--- src/rtl/nand_ecc_pkg.sv ---
package nand_ecc_pkg;

    typedef enum logic {
        SEG_SINGLE = 1'b0,
        SEG_DUAL   = 1'b1
    } seg_mode_e;

    localparam int NUM_SEG = 2;

endpackage

--- src/rtl/nand_ecc_contrib.sv ---
module nand_ecc_contrib #(
    parameter int DATA_W = 8,
    parameter int ADDR_W = 8,
    localparam int IDX_W = $clog2(DATA_W),
    localparam int PAR_W = ADDR_W + IDX_W
) (
    input  logic [ADDR_W-1:0] byte_addr,
    input  logic [DATA_W-1:0] data,
    output logic [PAR_W-1:0]  part_a,
    output logic [PAR_W-1:0]  part_b
);

    logic byte_par;

    always_comb begin
        byte_par = ^data;
        part_a   = '0;
        part_b   = '0;
        for (int k = 0; k < IDX_W; k++) begin
            for (int i = 0; i < DATA_W; i++) begin
                if (((i >> k) & 1) == 1)
                    part_a[k] = part_a[k] ^ data[i];
                else
                    part_b[k] = part_b[k] ^ data[i];
            end
        end
        for (int k = 0; k < ADDR_W; k++) begin
            part_a[IDX_W+k] = byte_addr[k] & byte_par;
            part_b[IDX_W+k] = ~byte_addr[k] & byte_par;
        end
    end

endmodule

--- src/rtl/nand_ecc_seq.sv ---
module nand_ecc_seq
    import nand_ecc_pkg::*;
#(
    parameter int SEG_BYTES = 256,
    localparam int ADDR_W = $clog2(SEG_BYTES),
    localparam int CNT_W  = $clog2(SEG_BYTES * NUM_SEG),
    localparam int SEG_W  = (NUM_SEG > 1) ? $clog2(NUM_SEG) : 1
) (
    input  logic               clk,
    input  logic               rst_n,
    input  logic               clr,
    input  logic               seg512,
    input  logic               byte_valid,
    output logic [NUM_SEG-1:0] seg_en,
    output logic [ADDR_W-1:0]  byte_addr,
    output logic               mode_dual,
    output logic               done
);

    typedef struct packed {
        logic [CNT_W-1:0] cnt;
        seg_mode_e        mode;
        logic             done;
    } seq_t;

    seq_t             st_d, st_q;
    logic             accept;
    logic             last;
    logic [SEG_W-1:0] seg_idx;

    always_comb begin
        accept  = byte_valid && !st_q.done && !clr;
        last    = (st_q.mode == SEG_DUAL)
                  ? (st_q.cnt == CNT_W'(SEG_BYTES * NUM_SEG - 1))
                  : (st_q.cnt == CNT_W'(SEG_BYTES - 1));
        seg_idx = (st_q.mode == SEG_DUAL) ? SEG_W'(st_q.cnt >> ADDR_W) : '0;
        st_d    = st_q;
        if (clr) begin
            st_d.cnt  = '0;
            st_d.mode = seg512 ? SEG_DUAL : SEG_SINGLE;
            st_d.done = 1'b0;
        end else if (accept) begin
            st_d.cnt  = st_q.cnt + 1'b1;
            st_d.done = last;
        end
        for (int s = 0; s < NUM_SEG; s++)
            seg_en[s] = accept && (seg_idx == SEG_W'(s));
    end

    always_ff @(posedge clk or negedge rst_n) begin
        if (!rst_n) begin
            st_q.cnt  <= '0;
            st_q.mode <= SEG_SINGLE;
            st_q.done <= 1'b0;
        end else begin
            st_q <= st_d;
        end
    end

    assign byte_addr = st_q.cnt[ADDR_W-1:0];
    assign mode_dual = (st_q.mode == SEG_DUAL);
    assign done      = st_q.done;

endmodule

--- src/rtl/nand_ecc_seg_acc.sv ---
module nand_ecc_seg_acc #(
    parameter int PAR_W = 11
) (
    input  logic             clk,
    input  logic             rst_n,
    input  logic             clr,
    input  logic             en,
    input  logic [PAR_W-1:0] part_a,
    input  logic [PAR_W-1:0] part_b,
    output logic [PAR_W-1:0] word_a,
    output logic [PAR_W-1:0] word_b
);

    typedef struct packed {
        logic [PAR_W-1:0] a;
        logic [PAR_W-1:0] b;
    } acc_t;

    acc_t acc_d, acc_q;

    always_comb begin
        acc_d = acc_q;
        if (clr) begin
            acc_d.a = '0;
            acc_d.b = '0;
        end else if (en) begin
            acc_d.a = acc_q.a ^ part_a;
            acc_d.b = acc_q.b ^ part_b;
        end
    end

    always_ff @(posedge clk or negedge rst_n) begin
        if (!rst_n) begin
            acc_q <= '0;
        end else begin
            acc_q <= acc_d;
        end
    end

    assign word_a = acc_q.a;
    assign word_b = acc_q.b;

endmodule

--- src/rtl/nand_ecc_gen.sv ---
module nand_ecc_gen
    import nand_ecc_pkg::*;
#(
    parameter int DATA_W    = 8,
    parameter int SEG_BYTES = 256,
    localparam int ADDR_W = $clog2(SEG_BYTES),
    localparam int PAR_W  = ADDR_W + $clog2(DATA_W)
) (
    input  logic                clk,
    input  logic                rst_n,
    input  logic                clr,
    input  logic                seg512,
    input  logic                byte_valid,
    input  logic [DATA_W-1:0]   byte_data,
    output logic [PAR_W-1:0]    ecc_a0,
    output logic [PAR_W-1:0]    ecc_b0,
    output logic [PAR_W-1:0]    ecc_a1,
    output logic [PAR_W-1:0]    ecc_b1,
    output logic [2*PAR_W-1:0]  code0,
    output logic [2*PAR_W-1:0]  code1,
    output logic                done
);

    logic [NUM_SEG-1:0] seg_en;
    logic [ADDR_W-1:0]  byte_addr;
    logic               mode_dual;
    logic [PAR_W-1:0]   part_a, part_b;
    logic [PAR_W-1:0]   word_a [NUM_SEG];
    logic [PAR_W-1:0]   word_b [NUM_SEG];

    nand_ecc_seq #(
        .SEG_BYTES (SEG_BYTES)
    ) u_seq (
        .clk        (clk),
        .rst_n      (rst_n),
        .clr        (clr),
        .seg512     (seg512),
        .byte_valid (byte_valid),
        .seg_en     (seg_en),
        .byte_addr  (byte_addr),
        .mode_dual  (mode_dual),
        .done       (done)
    );

    nand_ecc_contrib #(
        .DATA_W (DATA_W),
        .ADDR_W (ADDR_W)
    ) u_contrib (
        .byte_addr (byte_addr),
        .data      (byte_data),
        .part_a    (part_a),
        .part_b    (part_b)
    );

    for (genvar s = 0; s < NUM_SEG; s++) begin : g_seg
        nand_ecc_seg_acc #(
            .PAR_W (PAR_W)
        ) u_acc (
            .clk    (clk),
            .rst_n  (rst_n),
            .clr    (clr),
            .en     (seg_en[s]),
            .part_a (part_a),
            .part_b (part_b),
            .word_a (word_a[s]),
            .word_b (word_b[s])
        );
    end

    assign ecc_a0 = word_a[0];
    assign ecc_b0 = word_b[0];
    assign ecc_a1 = word_a[1];
    assign ecc_b1 = word_b[1];
    assign code0  = {word_b[0], word_a[0]};
    assign code1  = {word_b[1], word_a[1]};

endmodule

--- config.mk ---
export PLATFORM = sky130hd
export DESIGN_NAME = nand_ecc_gen
export DESIGN_NICKNAME = d
export VERILOG_FILES = /design/src/rtl/nand_ecc_pkg.sv /design/src/rtl/nand_ecc_contrib.sv /design/src/rtl/nand_ecc_seq.sv /design/src/rtl/nand_ecc_seg_acc.sv /design/src/rtl/nand_ecc_gen.sv
export SDC_FILE = /design/constraint.sdc
export NUM_CORES = 1
export LEC_CHECK = 0
export BUFFER_PORTS_ARGS = -buffer_cell sky130_fd_sc_hd__buf_2
export CORE_MARGIN = 1
export CORE_UTILIZATION = 40
export DETAILED_ROUTE_END_ITERATION = 10
export PLACE_DENSITY = 0.66
export SYNTH_ARGS = -nofsm -noshare
export SYNTH_HDL_FRONTEND = slang
export SYNTH_SLANG_ARGS = --single-unit
export TNS_END_PERCENT = 5
--- constraint.sdc ---
create_clock -name clk -period 3 [get_ports clk]
set_input_delay 0 -clock clk [delete_from_list [all_inputs] [get_ports clk]]
set_output_delay 0 -clock clk [all_outputs]
set_load 0.02 [all_outputs]
; After elaboration in Yosys (flattened, before gate mapping)
; Index checks and enable logic that the tools add are counted.
[totals]
ff_bits = 55
input_bits = 13
elab_cells = 77
[classes]
add_sub_neg = 1
n_eq_ne = 2
mux = 11
bitwise = 46
n_reduce_logical = 10
[op_table]
columns = cell, n
row1 = 2-to-1 mux 22 bit, 4
row2 = bitwise XOR 11 bit, 4
row3 = 2-to-1 mux 9 bit, 2
row4 = bitwise XOR 1 bit, 17
row5 = bitwise AND 1 bit, 16
row6 = "adder 9 x 1 -> 9 bit, second input constant", 1
row7 = "equality test 9 x 8 -> 1 bit, second input constant", 1
row8 = "equality test 9 bit, second input constant", 1
row9 = NOT 1 bit, 9
row10 = parity 8 bit, 1
row11 = nonzero test 2 bit, 3
row12 = 2-to-1 mux 1 bit, 5
row13 = logical AND 1 bit, 4
row14 = logical NOT 1 bit, 2

; Logic depth before layout (Yosys ltp)
; Gate-level depths: netlist of the first run.
[logic_depth]
depth_word = 6
ltp_mapped = 8

; By module
; A second synthesis of the first run with hierarchy kept.
[hier_totals]
cells_unflattened = 330
hier_area_um2 = 3540.9
[by_module_without_submodules]
columns = module, instances, cells_each, area_per_inst_um2
row1 = nand_ecc_seg_acc, 2, 95, 1164.9
row2 = nand_ecc_seq, 1, 63, 626.9
row3 = nand_ecc_gen, 1, 44, 330.3
row4 = nand_ecc_contrib, 1, 33, 254.0

; Worst setup path before layout of the first run
; No wires, ideal clock.
[synth_timing]
path_type = register to register
start = register, netlist name u_seq.done
end = register g_seg[1].u_acc.acc_q, in the netlist g_seg[1].u_acc.word_b[6]
arrival_time_ps = 1655
path_slack_ps = 1267
stages_incl_launch_ff = 7
synth_period_minus_slack_ps = 1733
cell_sequence = dfrtp_1 > nor2b_1 > clkbuf_1 > nand2_1 > clkbuf_1 > or4_1 > a21oi_1
[synth_between]
elab_chain_len = 5
[synth_lines]
columns = element, line
row1 = logical NOT 1 bit, nand_ecc_seq.sv:32  ; accept = byte_valid && !st_q.done && !clr;
row2 = logical AND 1 bit (2 in a row), nand_ecc_seq.sv:32
row3 = logical AND 1 bit, nand_ecc_seq.sv:47  ; seg_en[s] = accept && (seg_idx == SEG_W'(s));
row4 = nonzero test 2 bit (no source line), n/a
row5 = "end signal, assigned", nand_ecc_seg_acc.sv:34  ; acc_q <= '0;
row6 = "end signal, assigned", nand_ecc_seg_acc.sv:36  ; acc_q <= acc_d;
row7 = "end, declared", nand_ecc_seg_acc.sv:19  ; acc_t acc_d, acc_q;
; No other way between the ends.
; A chain may end at the register's enable or synchronous reset.

; Worst setup path in the final report of the first run
[layout_timing]
start = register, netlist name u_seq.done
end = register g_seg[0].u_acc.acc_q, in the netlist g_seg[0].u_acc.word_a[9]
[layout_between]
elab_chain_len = 5
[layout_lines]
columns = element, line
row1 = logical NOT 1 bit, nand_ecc_seq.sv:32
row2 = logical AND 1 bit (2 in a row), nand_ecc_seq.sv:32
row3 = logical AND 1 bit, nand_ecc_seq.sv:47
row4 = nonzero test 2 bit (no source line), n/a
row5 = "end signal, assigned", nand_ecc_seg_acc.sv:34
row6 = "end signal, assigned", nand_ecc_seg_acc.sv:36
row7 = "end, declared", nand_ecc_seg_acc.sv:19
; No other way between the ends.

==> impl_metrics.yaml, run 1 <==
outcome:
  outcome: "completed"
timing:
  max-slew-margin-rel: 0.283
  timing.fmax_mhz: 447
  hold_viol_final: 0
  worstMarginPinSlew_ns: 1.07
  finalSetupViolCount: 0
  final_max_slew_viol_count: 0
  min_period_ns: 2.24
  grt_setup_unrepaired: "false"
  period_share: 0.746
  setup_tns_ns: 0
  clock_skew_ns: 0.00577
grt:
  grt-ovfl-total: 0
  grt_pass1_vias: 2262
  grt_usage: 0.169
  met2_usage: 0.276
  grt_busiest_layer: "met2"
  antenna_found_initial: 0
  met3_usage: 0.0364
  grt_start_max_net_pins: 64
  grt_pass1_wl_um: 11200
  grtUsageMet1: 0.227
power_and_ir_drop:
  ir_drop_uv: 177
  p_per_area_nw_per_um2: 499
  p_leak_uw: 0.00170
  finalPower_uw: 1710
logic_synthesis:
  yosys.cell_types.count: 25
  netlist_instances: 336
  synth_seq_cells: 55
  yosysTopAreaCellShare: 0.444
  yosys.area.top_type: "dfrtp_1"
  synth_edf_count: 0
  yosys-top-cells-area: "dfrtp_1 44%, buf_4 11%, xnor2_1 5.1%"
  synth_fp_nets: 351
  netlist_top_cells_count: "55 x dfrtp_1, 44 x buf_4, 30 x a21oi_1, 26 x nor2_1"
  yosysSeqAreaShare: 0.444
  netlist_area_um2: 3100
  avgSynthCellArea_um2: 9.23
  synth.most_common_cell: "dfrtp_1"
  ys.flop_type: "dfrtp_1"
  postSynth.asyncResetShare: 1.00
  ys_warn_count: 0
floorplan:
  initial_core_util: 0.421
  die_area_um2: 8110
  num_io_pins: 102
  die_x_um: 90.1
  die_h_um: 90.1
  coreArea_um2: 7370
  rows: 31
drt:
  wl_um: 6620
  dr.pass1.iters: 4
  drt_iter0_markers: 74
  ant_nets: 0
  wire_per_inst_um: 13.8
  via_per_inst: 5.20
  dr_total_vias: 2498
  drc: 0
clocking:
  cts_hold_buf: 2
  cts.sinks: 55
  clockBufferDepth: 2
  post_cts_resized: 0
  ctsRootBufferMaster: "clkbuf_8"
  cts_setup_buffers: 0
  cts-htree-levels: 2
  clk_pin_slew_worst_paths_ns: 0.10
  insertion_delay_ns: 0.31
  cts_tree: "built"
  cts_buffers: 5
setup_path:
  cpPeakStageDelay_ns: 0.76
  crit_family: "simple AND/OR/NAND/NOR gates"
  start_kind: "flop"
  crit_type: "reg -> reg"
  critPathArrivalTime_ns: 2.46
  cp-end-kind: "flop"
  cp-endpoint: "g_seg[0].u_acc.word_a[9]"
  crit_fanout: 14
  cp.buffers_inverters: 0
  ff2ff_path_depth: 5
  r2r_end: "g_seg[0].u_acc.word_a[9]"
  cp_cell_sequence: "nand2b_1, nor2_1, nand2_1, or3_1, a21oi_1"
  rrSetupSlack_ns: 0.76
  cp_slowest_cell: "nor2_1"
  startpoint: "u_seq.done"
  required_ns: 3.23
  r2r_start: "u_seq.done"
  cp_num_cells: 5
finish:
  final_area_um2: 3440
  syn_to_final_growth_pct: 10.8
  finalNetCount: 396
  num_antenna_cells: 0
  drive_gt1_frac: 0.320
worst_hold_path:
  min_path_cells: 6
  hp-class: "in -> reg"
place:
  io_buffers: 101
  dp_hpwl_um: 4630
  place_congestion: 0.760
  post_dp_cell_area_um2: 3330
job:
  maxCapViolations: 0
==> registers in the layout, indices dropped and copies added (netlist names) <==
signal              flops
u_seq.mode_dual         1
u_seq.byte_addr         8
g_seg.u_acc.word_b     22
g_seg.u_acc.word_a     22
u_seq.done              1
u_seq.st_q              1
==> report_power, final <==
group	internal (uW)	switching, uW
Combinational	158	303
Sequential	784	43.3
Clock	182	245
==> per-stage QoR <==
stage | setup slack [ns] | util | hold WS [ns] | cells
floorplan | 1.27 | - | -0.296 | 336
global placement | 0.938 | 0.452 | 0.184 | 471
detailed placement | 0.812 | 0.452 | 0.190 | 471
CTS | 0.790 | 0.466 | 0.300 | 480
global route | 0.525 | 0.466 | 0.356 | 480
finish | 0.763 | 0.466 | 0.312 | 480
==> metal layers <==
layer  up-vias  wire (um)
met1      1207       3110
li1       1195          -
met3        10        387
met4         0         75
met5         -          0
met2        86       3040
==> cell type report <==
cell class	instances	area, um^2
flip-flops and latches	55	1380
multi-input cells	210	1280
clock inverters	1	5.00
fillers	735	3930
inverters	2	7.51
clock buffers	6	82.6
repair buffers	107	556
well taps	99	124
==> worst min-delay path by stage <==
stage,start,end,slack [ns]
floorplan,rst_n,g_seg[0].u_acc.word_a[0],-0.30
global placement,rst_n,g_seg[1].u_acc.word_a[10],0.18
detailed placement,rst_n,g_seg[1].u_acc.word_a[10],0.19
CTS,byte_valid,u_seq.byte_addr[1],0.30
global route,byte_data[0],g_seg[1].u_acc.word_b[2],0.36
finish,byte_data[0],g_seg[0].u_acc.word_b[2],0.31
==> worst register-to-register path, stage by stage (launching register included) <==
cell and delay (ns):
dfrtp_1 0.41, nand2b_1 0.35, nor2_1 0.76, nand2_1 0.15
or3_1 0.33, a21oi_1 0.15
==> cells by family after synthesis <==
logic type	Yosys count	synth area share
buf+inv	71	0.144
flops	55	0.444
xor+xnor	31	0.0875
fa+ha+maj	2	0.00807
compound gates	58	0.100
mux	9	0.0327
simple gates	110	0.184
==> cells in the final DEF, fill, tap and decap left out <==
cell type      count
buf_4              4
dfrtp_1           55
and3_1             1
ha_1               2
o31ai_1            8
inv_1              2
nor2_1            26
nand2_1           17
xnor2_2            1
dlygate4sd3_1      2
clkinv_2           1
buf_2            101
or3_1             20
nor2b_1            9
nor3_1             5
or4_1              8
xor2_1            13
xnor2_1           17
clkbuf_8           6
nand2b_1           1
o21ai_0           20
nor4_1             8
a21oi_1           30
nand3_1           12
nand4_1            3
mux2_2             9
Note: power is estimated with default switching activity, not from simulation.
==> run 2, diff against run 1 <==
--- a/config.mk
+++ b/config.mk
@@ -9,7 +9,7 @@
 export CORE_MARGIN = 1
 export CORE_UTILIZATION = 40
 export DETAILED_ROUTE_END_ITERATION = 10
-export PLACE_DENSITY = 0.66
+export PLACE_DENSITY = 0.68
 export SYNTH_ARGS = -nofsm -noshare
 export SYNTH_HDL_FRONTEND = slang
 export SYNTH_SLANG_ARGS = --single-unit
==> constraint.sdc (replaced) <==
create_clock -name clk -period 2 [get_ports clk]
set_input_delay 0 -clock clk [delete_from_list [all_inputs] [get_ports clk]]
set_output_delay 0 -clock clk [all_outputs]
set_load 0.02 [all_outputs]
==> impl_metrics.yaml, run 2 (synthesized netlist as in run 1, its figures left out) <==
outcome:
  outcome: "completed"
grt:
  grt_start_max_net_pins: 41
  grt_pass1_vias: 2285
  grt_busiest_layer: "met2"
  met3_usage: 0.0288
  grt_usage: 0.173
  grt_pass1_wl_um: 11300
  grt-ovfl-total: 0
  met2_usage: 0.284
  grtUsageMet1: 0.240
  antenna_found_initial: 0
place:
  io_buffers: 101
  pre_cts_ws_ns: 0.185
  place_congestion: 0.788
  dp_hpwl_um: 4790
finish:
  finalNetCount: 407
  num_antenna_cells: 0
  layout_commonest_cell: "buf_2"
  drive_gt1_frac: 0.341
  multi_input_area_um2: 1280
  fill_cells: 732
  final_cell_mix: "101 x buf_2, 55 x dfrtp_1, 30 x a21oi_1"
  syn_to_final_growth_pct: 15.4
  regArea_um2: 1380
clocking:
  insertion_delay_ns: 0.31
  post_cts_resized: 0
  cts-htree-levels: 2
  clk_pin_slew_worst_paths_ns: 0.10
  cts_hold_buf: 2
  cts.sinks: 55
  cts_setup_buffers: 0
  cts_tree: "built"
  cts_buffers: 5
  clockBufferDepth: 2
  ctsRootBufferMaster: "clkbuf_8"
timing:
  timing.hold.ws_ns: 0.146
  min_period_ns: 1.76
  clock_skew_ns: 0.00490
  max-slew-margin-rel: 0.617
  grt_setup_unrepaired: "false"
  final.setup.worst_slack_ns: 0.237
  timing.fmax_mhz: 567
  finalSetupViolCount: 0
  hold_viol_final: 0
  final_max_slew_viol_count: 0
  period_share: 0.881
  setup_tns_ns: 0
  worstMarginPinSlew_ns: 0.572
setup_path:
  cp_cell_sequence: "ha_1, buf_4, nor2_1, buf_4, nand2_1, or3_1, a21oi_1"
  start_kind: "flop"
  cp_common_cell: "buf_4"
  cp_slowest_cell: "dfrtp_1"
  critPathArrivalTime_ns: 2.00
  r2r_start: "u_seq.mode_dual"
  r2r_end: "g_seg[0].u_acc.word_a[7]"
  rrSetupSlack_ns: 0.24
  crit_fanout: 16
  cpPeakStageDelay_ns: 0.40
  crit_family: "simple AND/OR/NAND/NOR gates"
  cp-end-kind: "flop"
  ff2ff_path_depth: 7
  required_ns: 2.24
  cp.buffers_inverters: 2
  crit_type: "reg -> reg"
drt:
  wl_um: 6730
  wire_per_inst_um: 13.7
  dr_total_vias: 2477
  drt_iter0_markers: 94
  ant_nets: 0
  drc: 0
  via_per_inst: 5.03
  dr.pass1.iters: 4
floorplan:
  num_io_pins: 102
  die_h_um: 90.1
  die_area_um2: 8110
  rows: 31
  coreArea_um2: 7370
  initial_core_util: 0.421
  die_x_um: 90.1
power_and_ir_drop:
  p_leak_uw: 0.00178
  p_per_area_nw_per_um2: 799
  finalPower_uw: 2860
  ir_drop_uv: 384
job:
  maxCapViolations: 0
worst_hold_path:
  hp-class: "in -> async"
[run 2: layer usage]
| metal | wire [um] | part of all wire | up-vias |
|---|---|---|---|
| met4 | 46 | 0.0068 | 0 |
| met3 | 318 | 0.047 | 5 |
| met5 | 0 | 0 | - |
| met2 | 3220 | 0.48 | 83 |
| li1 | - | - | 1223 |
| met1 | 3140 | 0.47 | 1166 |
[run 2: report_power, final]
group	total, uW	switching, uW	internal, uW
sequential	1230	56.6	1180
combinational	758	475	283
clock	872	373	499
[run 2: through the flow]
step            util  cell area, um^2  instances
6_report       0.486             3580        492
2_1_floorplan      -             3100        336
4_1_cts        0.486             3580        492
3_5_place_dp   0.465             3420        482
3_3_place_gp   0.465             3420        482
5_1_grt        0.486             3580        492
[run 2: final cells by class]
type	count	share of cell area
Clock buffer	5	0.0192
Clock inverter	3	0.0189
Sequential cell	55	0.384
Inverter	2	0.00210
Tap cell	99	0.0346
Timing Repair Buffer	118	0.182
Multi-Input combinational cell	210	0.359
[run 2: worst max path at each step]
stage / from / to / slack, ns / depth (start not counted)
6_report: u_seq.mode_dual / g_seg[0].u_acc.word_a[7] / 0.24 / 7
5_1_grt: u_seq.st_q[10] / g_seg[1].u_acc.word_b[5] / 0.06 / 4
4_1_cts: u_seq.mode_dual / g_seg[0].u_acc.word_a[4] / 0.22 / 7
3_5_place_dp: byte_data[4] / g_seg[1].u_acc.word_b[10] / 0.18 / 7
3_3_place_gp: byte_data[4] / g_seg[1].u_acc.word_b[5] / 0.25 / 7
2_1_floorplan: u_seq.done / g_seg[1].u_acc.word_b[7] / 0.27 / 6
==> run 3, diff against run 2 <==
--- a/config.mk
+++ b/config.mk
@@ -6,7 +6,8 @@
 export NUM_CORES = 1
 export LEC_CHECK = 0
 export BUFFER_PORTS_ARGS = -buffer_cell sky130_fd_sc_hd__buf_2
-export CORE_MARGIN = 1
+export CORE_ASPECT_RATIO = 1.75
+export CORE_MARGIN = 3
 export CORE_UTILIZATION = 40
 export DETAILED_ROUTE_END_ITERATION = 10
 export PLACE_DENSITY = 0.68
==> constraint.sdc (replaced) <==
create_clock -name clk -period 2 [get_ports clk]
set_input_delay 0.4 -clock clk [delete_from_list [all_inputs] [get_ports clk]]
set_output_delay 0.4 -clock clk [all_outputs]
set_load 0.02 [all_outputs]
==> impl_metrics.yaml, run 3 (synthesized netlist as in run 1, its figures left out) <==
outcome:
  outcome: "completed"
timing:
  timing.fmax_mhz: 573
  final_max_slew_viol_count: 0
  grt_setup_unrepaired: "false"
  worstMarginPinSlew_ns: 0.615
  min_period_ns: 1.75
  period_share: 0.873
  timing.hold.ws_ns: 0.120
  max-slew-margin-rel: 0.590
  finalSetupViolCount: 0
  hold_viol_final: 0
  setup_tns_ns: 0
  clock_skew_ns: 0.00566
setup_path:
  ff2ff_path_depth: 6
  cp-end-kind: "flop"
  r2r_end: "u_seq.st_q[10]"
  cp-endpoint: "u_seq.st_q[10]"
  startpoint: "u_seq.done"
  r2r_start: "u_seq.done"
  crit_fanout: 13
  crit_type: "reg -> reg"
  rrSetupSlack_ns: 0.25
  start_kind: "flop"
  critPathArrivalTime_ns: 1.90
  required_ns: 2.16
finish:
  layout_commonest_cell: "buf_2"
  fill_cells: 701
  num_antenna_cells: 0
  drive_gt1_frac: 0.356
  finalNetCount: 413
  syn_to_final_growth_pct: 17.8
  final_cell_mix: "101 x buf_2, 55 x dfrtp_1, 30 x a21oi_1"
clocking:
  cts-htree-levels: 2
  cts_tree: "built"
  insertion_delay_ns: 0.29
  clockBufferDepth: 2
  cts_hold_buf: 0
  cts_buffers: 5
  cts.sinks: 55
  ctsRootBufferMaster: "clkbuf_16"
  post_cts_resized: 0
  clk_pin_slew_worst_paths_ns: 0.07
  cts_setup_buffers: 0
power_and_ir_drop:
  p_per_area_nw_per_um2: 830
  ir_drop_uv: 394
  p_leak_uw: 0.00183
floorplan:
  die_area_um2: 8890
  num_io_pins: 102
  coreArea_um2: 7390
  die_h_um: 122
  initial_core_util: 0.420
  die_x_um: 72.6
  rows: 41
worst_hold_path:
  hp-class: "in -> async"
grt:
  antenna_found_initial: 0
  grt_start_max_net_pins: 37
  grt_pass1_vias: 2404
  grt_usage: 0.168
  grt_pass1_wl_um: 11800
  grt-ovfl-total: 0
place:
  dp_hpwl_um: 5220
  io_buffers: 101
  place_congestion: 0.735
job:
  maxCapViolations: 0
drt:
  ant_nets: 0
  wire_per_inst_um: 14.8
  dr.pass1.iters: 4
  drt_iter0_markers: 145
  via_per_inst: 5.22
  dr_total_vias: 2530
  wl_um: 7180
  drc: 0
==> run 3: cell count changes in the layout (fill, tap and decap cells not counted) <==
cell | before | now
clkinvlp_4 | 1 | 0
dlygate4sd3_1 | 2 | 0
clkinv_2 | 0 | 1
clkbuf_8 | 5 | 1
buf_12 | 1 | 2
bufinv_16 | 2 | 1
clkbuf_16 | 0 | 5
buf_4 | 14 | 21
==> run 3: area by class of cell <==
class	instances	area (um^2)	share of cell area
Sequential cell	55	1380	0.377
Clock inverter	2	35.0	0.00959
Timing Repair Buffer	124	703	0.192
Tap cell	86	108	0.0295
Inverter	2	7.51	0.00205
Clock buffer	6	139	0.0380
Multi-Input combinational cell	210	1280	0.352
==> run 3: worst min-delay path by stage <==
stage          start                       end  slack (ns)  cells after the start
3_3_place_gp   rst_n  g_seg[0].u_acc.word_b[6]        0.44                      1
3_5_place_dp   rst_n  g_seg[0].u_acc.word_b[9]        0.45                      1
5_1_grt        rst_n  g_seg[1].u_acc.word_a[4]        0.17                      1
4_1_cts        rst_n  g_seg[0].u_acc.word_a[5]        0.14                      1
2_1_floorplan  rst_n  g_seg[0].u_acc.word_a[0]        0.10                      0
6_report       rst_n  g_seg[1].u_acc.word_a[4]        0.12                      1
==> run 3: stage by stage <==
step | utilization | cell area, um^2 | power, uW | cells | setup slack, ns
floorplan | - | 3100 | 1840 | 336 | 0.153
global placement | 0.471 | 3480 | 2020 | 477 | -0.00894
detailed placement | 0.471 | 3480 | 2040 | 477 | -0.0734
CTS | 0.495 | 3650 | 3060 | 485 | 0.235
global route | 0.495 | 3650 | 3180 | 485 | 0.0210
finish | 0.495 | 3650 | 3030 | 485 | 0.254
==> run 3: where the power goes <==
| group | total, uW | leakage, uW | internal (uW) | switching (uW) |
|---|---|---|---|---|
| Combinational | 764 | 0.000991 | 293 | 471 |
| Sequential | 1250 | 0.000755 | 1180 | 70.3 |
| Clock | 1020 | 0.0000868 | 624 | 399 |
==> run 3: metal layers <==
metal	track usage	vias to the layer above	routed length (um)
li1	-	1229	-
met1	0.199	1214	2830
met2	0.302	79	3900
met3	0.0238	8	335
met4	0.0612	0	115
met5	0	-	0
==> run 3: worst max-delay path, cell delays in order (launching register included) <==
cell	delay [ns]
dfrtp_1	0.41
nor2b_1	0.22
buf_4	0.23
nand4_1	0.20
nor3_1	0.34
xnor2_1	0.16
nor2_1	0.06
